`src/rtl/ppcap_pkg.sv`:
```
package ppcap_pkg;
  typedef enum logic [1:0] {
    SEL_BASE_A = 2'd0,
    SEL_BASE_B = 2'd1,
    SEL_SIZE   = 2'd2,
    SEL_IRQEN  = 2'd3
  } reg_sel_e;

  localparam int unsigned NBUF    = 2;
  localparam int unsigned NCOND   = 3;
  localparam int unsigned C_FULLA = 0;
  localparam int unsigned C_FULLB = 1;
  localparam int unsigned C_OVR   = 2;
endpackage

```
`src/rtl/ppcap_regs.sv`:
```
module ppcap_regs
  import ppcap_pkg::*;
#(
  parameter int unsigned ADDR_W  = 32,
  parameter int unsigned ALIGN_W = 6
) (
  input  logic              clk_i,
  input  logic              rst_ni,
  input  logic              we_i,
  input  logic [1:0]        sel_i,
  input  logic [ADDR_W-1:0] wdata_i,
  output logic [ADDR_W-1:0] base_o [NBUF],
  output logic [ADDR_W-1:0] size_o,
  output logic [NCOND-1:0]  irq_en_o
);
  localparam int unsigned HI_W = ADDR_W - ALIGN_W;

  logic [HI_W-1:0] base_q [NBUF];
  logic [HI_W-1:0] size_q;
  logic [NCOND-1:0] en_q;

  for (genvar b = 0; b < NBUF; b++) begin : g_base
    always_ff @(posedge clk_i or negedge rst_ni) begin
      if (!rst_ni) base_q[b] <= '0;
      else if (we_i && sel_i == 2'(b)) base_q[b] <= wdata_i[ADDR_W-1:ALIGN_W];
    end
    assign base_o[b] = {base_q[b], {ALIGN_W{1'b0}}};
  end

  always_ff @(posedge clk_i or negedge rst_ni) begin
    if (!rst_ni) begin
      size_q <= '0;
      en_q   <= '1;
    end else if (we_i) begin
      if (sel_i == SEL_SIZE)  size_q <= wdata_i[ADDR_W-1:ALIGN_W];
      if (sel_i == SEL_IRQEN) en_q   <= wdata_i[NCOND-1:0];
    end
  end

  assign size_o   = {size_q, {ALIGN_W{1'b0}}};
  assign irq_en_o = en_q;
endmodule

```
`src/rtl/ppcap_ptr.sv`:
```
module ppcap_ptr
  import ppcap_pkg::*;
#(
  parameter int unsigned ADDR_W  = 32,
  parameter int unsigned ALIGN_W = 6
) (
  input  logic              clk_i,
  input  logic              rst_ni,
  input  logic              cap_en_i,
  input  logic              burst_i,
  input  logic [NBUF-1:0]   ack_i,
  input  logic [ADDR_W-1:0] base_i [NBUF],
  input  logic [ADDR_W-1:0] size_i,
  output logic [ADDR_W-1:0] wr_addr_o,
  output logic              cur_o,
  output logic              stall_o,
  output logic [NBUF-1:0]   fill_o,
  output logic              ovr_set_o
);
  localparam logic [ADDR_W:0] STEP = (ADDR_W+1)'(1) << ALIGN_W;

  logic              cur_q, cur_d;
  logic [ADDR_W-1:0] off_q, off_d;
  logic [NBUF-1:0]   avail_q, avail_d, avail_ack, consume;
  logic [ADDR_W:0]   off_next;
  logic              halted, fills;

  assign avail_ack = avail_q | ack_i;
  assign halted    = !avail_q[cur_q];
  assign off_next  = {1'b0, off_q} + STEP;
  assign fills     = off_next >= {1'b0, size_i};

  always_comb begin
    cur_d     = cur_q;
    off_d     = off_q;
    consume   = '0;
    fill_o    = '0;
    ovr_set_o = 1'b0;
    if (cap_en_i) begin
      if (halted) begin
        // resume in whichever region was handed back; current one first
        if (!avail_ack[cur_q] && avail_ack[!cur_q]) cur_d = !cur_q;
        off_d = '0;
      end else if (burst_i) begin
        if (fills) begin
          consume[cur_q] = 1'b1;
          fill_o[cur_q]  = 1'b1;
          ovr_set_o      = !avail_ack[!cur_q];
          cur_d          = !cur_q;
          off_d          = '0;
        end else begin
          off_d = off_next[ADDR_W-1:0];
        end
      end
    end
    // an acknowledge in the same cycle wins over consumption
    avail_d = (avail_q & ~consume) | ack_i;
  end

  always_ff @(posedge clk_i or negedge rst_ni) begin
    if (!rst_ni) begin
      cur_q   <= 1'b0;
      off_q   <= '0;
      avail_q <= '1;
    end else begin
      cur_q   <= cur_d;
      off_q   <= off_d;
      avail_q <= avail_d;
    end
  end

  assign wr_addr_o = base_i[cur_q] + off_q;
  assign cur_o     = cur_q;
  assign stall_o   = halted;
endmodule

```
`src/rtl/ppcap_flags.sv`:
```
module ppcap_flags
  import ppcap_pkg::*;
(
  input  logic             clk_i,
  input  logic             rst_ni,
  input  logic [NBUF-1:0]  fill_i,
  input  logic [NBUF-1:0]  ack_i,
  input  logic             ovr_set_i,
  input  logic             ack_ovr_i,
  input  logic [NCOND-1:0] irq_en_i,
  output logic [NBUF-1:0]  full_o,
  output logic             ovr_o,
  output logic             irq_o
);
  logic [NBUF-1:0] full_q;
  logic            ovr_q;

  for (genvar b = 0; b < NBUF; b++) begin : g_full
    always_ff @(posedge clk_i or negedge rst_ni) begin
      if (!rst_ni)       full_q[b] <= 1'b0;
      else if (ack_i[b]) full_q[b] <= 1'b0;
      else if (fill_i[b]) full_q[b] <= 1'b1;
    end
  end

  always_ff @(posedge clk_i or negedge rst_ni) begin
    if (!rst_ni)        ovr_q <= 1'b0;
    else if (ack_ovr_i) ovr_q <= 1'b0;
    else if (ovr_set_i) ovr_q <= 1'b1;
  end

  assign full_o = full_q;
  assign ovr_o  = ovr_q;
  assign irq_o  = |({ovr_q, full_q[C_FULLB], full_q[C_FULLA]} & irq_en_i);
endmodule

```
`src/rtl/pingpong_capture_mgr.sv`:
```
module pingpong_capture_mgr
  import ppcap_pkg::*;
#(
  parameter int unsigned ADDR_W  = 32,
  parameter int unsigned ALIGN_W = 6
) (
  input  logic              clk_i,
  input  logic              rst_ni,
  input  logic              cap_en_i,
  input  logic              burst_i,
  input  logic              reg_we_i,
  input  logic [1:0]        reg_sel_i,
  input  logic [ADDR_W-1:0] reg_wdata_i,
  input  logic              ack_a_i,
  input  logic              ack_b_i,
  input  logic              ack_ovr_i,
  output logic [ADDR_W-1:0] wr_addr_o,
  output logic              active_buf_o,
  output logic              stall_o,
  output logic              full_a_o,
  output logic              full_b_o,
  output logic              ovr_o,
  output logic              irq_o
);
  logic [ADDR_W-1:0] base [NBUF];
  logic [ADDR_W-1:0] size;
  logic [NCOND-1:0]  irq_en;
  logic [NBUF-1:0]   acks, fill, full;
  logic              ovr_set;

  assign acks = {ack_b_i, ack_a_i};

  ppcap_regs #(.ADDR_W(ADDR_W), .ALIGN_W(ALIGN_W)) u_regs (
    .clk_i, .rst_ni,
    .we_i     (reg_we_i),
    .sel_i    (reg_sel_i),
    .wdata_i  (reg_wdata_i),
    .base_o   (base),
    .size_o   (size),
    .irq_en_o (irq_en)
  );

  ppcap_ptr #(.ADDR_W(ADDR_W), .ALIGN_W(ALIGN_W)) u_ptr (
    .clk_i, .rst_ni,
    .cap_en_i,
    .burst_i,
    .ack_i     (acks),
    .base_i    (base),
    .size_i    (size),
    .wr_addr_o (wr_addr_o),
    .cur_o     (active_buf_o),
    .stall_o   (stall_o),
    .fill_o    (fill),
    .ovr_set_o (ovr_set)
  );

  ppcap_flags u_flags (
    .clk_i, .rst_ni,
    .fill_i    (fill),
    .ack_i     (acks),
    .ovr_set_i (ovr_set),
    .ack_ovr_i (ack_ovr_i),
    .irq_en_i  (irq_en),
    .full_o    (full),
    .ovr_o     (ovr_o),
    .irq_o     (irq_o)
  );

  assign full_a_o = full[C_FULLA];
  assign full_b_o = full[C_FULLB];
endmodule

```
`config.mk`:
```
export PLATFORM = sky130hd
export DESIGN_NAME = pingpong_capture_mgr
export DESIGN_NICKNAME = d
export VERILOG_FILES = /design/src/rtl/ppcap_pkg.sv /design/src/rtl/ppcap_regs.sv /design/src/rtl/ppcap_ptr.sv /design/src/rtl/ppcap_flags.sv /design/src/rtl/pingpong_capture_mgr.sv
export SDC_FILE = /design/constraint.sdc
export NUM_CORES = 1
export LEC_CHECK = 0
export CAP_MARGIN = 15
export CORE_AREA = 2 2 123 125
export DETAILED_ROUTE_END_ITERATION = 12
export DIE_AREA = 0 0 125 127
export GPL_TIMING_DRIVEN = 0
export MAX_ROUTING_LAYER = met4
export PLACE_DENSITY = 0.71
export SYNTH_ARGS = -nofsm -noshare
export SYNTH_HDL_FRONTEND = slang
export SYNTH_SLANG_ARGS = --single-unit
```
`constraint.sdc`:
```
create_clock -name clk_i -period 4.1 [get_ports clk_i]
set_clock_uncertainty 0.05 [all_clocks]
set_input_delay 0.82 -clock clk_i [delete_from_list [all_inputs] [get_ports clk_i]]
set_output_delay 0.82 -clock clk_i [all_outputs]
set_load 0.01 [all_outputs]
```
After elaboration in Yosys (flattened, before gate mapping)
Index checks and enable logic that the tools add are counted.
{"block": "word_totals", "word_cells": 78, "output_inout_bits": 38, "in_bits": 42, "regBits": 119}
{"block": "classes", "bitwise_logic": 6, "reduce_logical": 18, "n_addsub": 2, "n_eq_ne": 5, "n_mux": 32, "magnitude_cmp": 5}
{"op": "$mux W32", "n": 6}
{"op": "$add A32 B7 Y33 const B", "n": 1}
{"op": "$ge A33 B32 Y1", "n": 1}
{"op": "$add A32 B32 Y32", "n": 1}
{"op": "$mux W1", "n": 21}
{"op": "$mux W2", "n": 4}
{"op": "$reduce_bool A2 Y1", "n": 4}
{"op": "$reduce_and A2 Y1", "n": 3}
{"op": "$eq A2 B2 Y1 const B", "n": 2}
{"op": "$logic_and A1 B1 Y1", "n": 4}
{"op": "$logic_not A1 Y1", "n": 4}
{"op": "$lt A1 B2 Y1 const B", "n": 2}
{"op": "$or A2 B2 Y2", "n": 2}
{"op": "$reduce_and A4 Y1", "n": 1}
{"op": "$and A3 B3 Y3", "n": 1}
{"op": "$reduce_or A3 Y1", "n": 1}
{"op": "$and A2 B2 Y2", "n": 1}
{"op": "$eq A2 B1 Y1 const B", "n": 1}
{"op": "$ge A2 B2 Y1 const B", "n": 1}
{"op": "$logic_not A2 Y1", "n": 1}
{"op": "$ne A2 B1 Y1 const B", "n": 1}
{"op": "$ne A2 B2 Y1 const B", "n": 1}
{"op": "$not A1 Y2", "n": 1}
{"op": "$not A2 Y2", "n": 1}
{"op": "other kinds (2)", "n": 2}

Longest topological paths before layout
{"block": "logic_depth", "depth_word": 11, "depth_mapped": 15, "mapped_depth_nobuf": 14}

Modules after synthesis
From an unflattened synthesis, not the netlist that was laid out.
{"block": "hier_totals", "hier_cells": 688, "hier_area_um2": 7382.1}
{"module": "ppcap_ptr", "cells_each": 486, "area_per_inst_um2": 4078.9, "instances": 1, "seq_area_each_um2": 728.2}
{"module": "ppcap_regs", "cells_each": 191, "area_per_inst_um2": 3191.8, "instances": 1, "seq_area_each_um2": 2030.7}
{"module": "ppcap_flags", "cells_each": 11, "area_per_inst_um2": 111.4, "instances": 1, "seq_area_each_um2": 75.1}

Worst setup path after synthesis
No wires, ideal clock.
{"block": "synth_path", "path_type": "register to output", "startpoint": "register u_ptr.cur_q (netlist: u_ptr.cur_o)", "endpoint": "output port wr_addr_o[31]", "path_stages_with_launch": 11, "setup_slack_ns": 0.242, "n_path_buf": 2, "arrival_ns": 2.988, "required_time_ns": 3.230, "cell_sequence": "dfrtp_1 > buf_2 > buf_1 > mux2_2 > ha_1 > and3_1 > a221oi_2 > o21ai_1 > a22o_1 > a21o_1 > o311ai_1"}
{"block": "synth_between", "elab_chain_len": 5}
{"element": "start, declared", "line": "ppcap_ptr.sv:22", "rtl": "logic cur_q, cur_d;"}
{"element": "start signal, assigned", "line": "ppcap_ptr.sv:66", "rtl": "cur_q <= cur_d;"}
{"element": "$not A1 Y2 (not written as such)", "line": "ppcap_ptr.sv:72", "rtl": "assign wr_addr_o = base_i[cur_q] + off_q;"}
{"element": "$mux W32 (not written as such) (3 in series)", "line": "ppcap_ptr.sv:72"}
{"element": "$add A32 B32 Y32", "line": "ppcap_ptr.sv:72"}
{"element": "end, declared", "line": "pingpong_capture_mgr.sv:17", "rtl": "output logic [ADDR_W-1:0] wr_addr_o,"}
Every way passes these cells. The select of a mux whose other input is x is not followed.

Final worst setup path
{"block": "layout_path", "startpoint": "register u_ptr.cur_q (netlist: u_ptr.cur_o)", "endpoint": "output port wr_addr_o[26]"}
Same word-level chain as after synthesis.

==> results.txt <==
Largest net degree at the start of global routing = 74
Top area cells in the synthesized netlist = dfrtp_1 (38%), mux2_2 (17%), ha_1 (9.1%)
Final hold viol count = 0
WL per Instance = 18.8 um
ANT cells = 0
Height of the die = 127 um
Met3 wire len = 872 um
Syn_area_per_cell = 11.0 um2
Via/cell ratio = 5.81
Reg2reg end = u_ptr.off_q[26]
Sink Count = 113
Count of cell types in the netlist = 71
Yosys Warn Count = 0
Dpl hpwl = 12,400 um
Crit path capture type = primary output
Total Routed Length = 18,300 um
Post-synth EDFFs = 0
Initial antenna violation count = 0
Hold slack = 0.336 ns
Slack of the critical path = -0.211 ns
Layout area overhead = 32.8%
Worst min path class = in2async
Seq/Total Area, Yosys = 39.7%
Post-route DRC = 0
Status = finished with violations
Site row count = 44
Post-synthesis register bit count = 113
Post-DRT Antenna Nets = 0
Fin nets = 874
Clock buffer depth = 2
Final worst-path cycle share = 105%
Max Clk Rate = 232 MHz
Setup crit start kind = flip-flop
Violated checks = setup timing
Chip Width = 125 um
Top routing layer used = met4
Top post-synthesis cells by count = dfrtp_1 (108), mux2_2 (105), ha_1 (52)
Crit Reg-Reg Startpoint = u_ptr.off_q[8]
Req. time, crit path = 3.23 ns
Post-synth ARST share = 100%
CTS tree = done
All-Layer GR Usage = 23.9%
Setup TNS = -1.31 ns
Setup WS pre-CTS = -1.15 ns
Peak supply drop = 0.309 mV
Critical path fanouts, max = 10
Die area = 15,900 um2
Total grt overflow = 0
Most common cell in the netlist = dfrtp_1
Arrival @ worst endpoint = 3.44 ns
Static Leak = 4.30 nW
Crit. Startpoint = u_ptr.cur_o
First-pass GRT wire length = 29,300 um
Pwr Density = 485 nW/um2
Post-Route M1 WL = 8120 um
R2r worst-path depth = 14
First DRT Iteration DRCs = 352
RSZ-0062 raised after global routing = true
Core area = 14,400 um2
Slew Limit Fails = 0
Predominant post-synthesis flop cell = dfrtp_1
Critical path type = reg2out
Via count = 5,668
Root Buffer = clkbuf_16
Layout fillers = 1,094
Worst-path clk slew = 0.06 ns
Synth top area share = 37.9%
Max-Cap Viols = 0
Num CTS Buffers = 17
Port Buffers = 70
Cts-stage hold buffer count = 0
GP Congestion = 0.883
Cell Area, Synth = 7130 um2
Routed wl met2 = 8930 um
Initial Util = 49.4%
IO Pins = 80
TritonRoute pass-1 iters = 5
Worst-Skew Late Latency = 0.42 ns
Share of layout cells above drive strength 1 = 35.2%
Min cycle time layout = 4.31 ns
Final Util = 65.7%
Mapped Cells = 649
Actual slew at the worst max-slew pin = 0.758 ns
R2R Setup Slk = 0.30 ns
Setup-failing EPs final = 10
Vias in the first global route = 5,815
H-tree depth = 4
Synth area leader = dfrtp_1
Relative slew margins = 49.3%
==> power by group <==
group	internal (W)	switching, W	total [W]
clock network	0.000984	0.000534	0.00152
logic	0.000879	0.000788	0.00167
registers	0.00129	0.000121	0.00141
total	0.00315	0.00144	0.00460
==> layer usage <==
metal	GRT usage, %	vias to the layer above
met5	-	-
met2	39.1	167
li1	-	2648
met1	29.8	2820
met4	8.69	0
met3	4.61	33
==> registers in the layout (all words and copies together), names as in the netlist <==
name and count:
u_ptr.avail_q 2, u_flags.full_o 2, u_regs.base_o 52, u_flags.ovr_o 1
u_regs.irq_en_o 3, u_ptr.off_q 26, u_ptr.cur_o 1, u_regs.size_q 26
==> worst max path at each step <==
stage / endpoint / slack [ns] / depth (start not counted)
after floorplan: wr_addr_o[31] / 0.24 / 10
after global placement: u_regs.base_o[59] / -2.07 / 1
after detailed placement: wr_addr_o[25] / -1.15 / 13
after CTS: wr_addr_o[26] / -0.24 / 16
after global routing: wr_addr_o[26] / -0.28 / 12
final: wr_addr_o[26] / -0.21 / 12
==> worst max-delay path: stages (launching register included) <==
cell      delay, ns
dfrtp_1        0.38
buf_6          0.17
buf_8          0.18
mux2_2         0.36
ha_1           0.37
a21o_1         0.23
o21a_1         0.22
a311oi_4       0.34
o41ai_4        0.14
buf_4          0.17
a21boi_2       0.13
xnor2_1        0.16
buf_2          0.17
==> layout by cell type (no fill, tap or decap), types with 4 or more instances in the layout <==
cell type          n
and3_1             7
buf_6              6
inv_1             42
ha_4              15
a32o_1            24
buf_2             12
nor2_1            24
mux2_2           104
xnor2_1           32
a21o_1            16
dlygate4sd2_1      4
nand4_1            8
o21ai_0            8
dfstp_2            5
clkinvlp_4         4
a21oi_1           19
nand2b_1           7
o21a_1             5
xor2_1            13
buf_4             40
clkdlybuf4s50_1   48
clkbuf_16         17
nand2_1           26
clkbuf_1          11
ha_1              36
dfrtp_1          108
nand3_1           18
conb_1             6
nor3_1             5
a21oi_2            9
==> cell type report <==
cell class / instances / area (um2) / area share, %
Multi-Input combinational cell: 474 / 4520 / 47.7
Sequential cell: 113 / 2830 / 29.9
Timing Repair Buffer: 107 / 937 / 9.89
Clock buffer: 19 / 453 / 4.78
Tap cell: 184 / 230 / 2.43
Buffer: 23 / 175 / 1.85
Clock inverter: 13 / 161 / 1.70
Inverter: 43 / 161 / 1.70
==> cells by family (layout without fill, tap and decap cells) <==
group / after synthesis / count (layout) / synth area share, %
xor gates and xnor gates: 46 / 46 / 5.65
DFF: 113 / 113 / 39.7
other: 1 / 6 / 0.0526
adders and majority gates: 53 / 53 / 9.40
and+or+nand+nor: 132 / 132 / 10.3
AOI/OAI and AO/OA: 128 / 128 / 13.6
buffers and inverters: 67 / 205 / 4.07
muxes: 109 / 109 / 17.1
==> per-stage QoR <==
step,instance area (um2),instances,total power [W]
2_1_floorplan,7150,654,0.00223
3_3_place_gp,8080,908,0.00270
3_5_place_dp,8110,909,0.00275
4_1_cts,9280,964,0.00450
5_1_grt,9470,976,0.00482
6_report,9470,976,0.00460
==> timing repair <==
action | 4_1_cts | 5_1_grt
endpoints found under the setup margin | 24 | 17
buffers inserted | 25 | 13
resized for setup | 138 | 29
gates cloned | 0 | 0
pin swaps | 20 | 27
(Power assumes the default switching activity.)
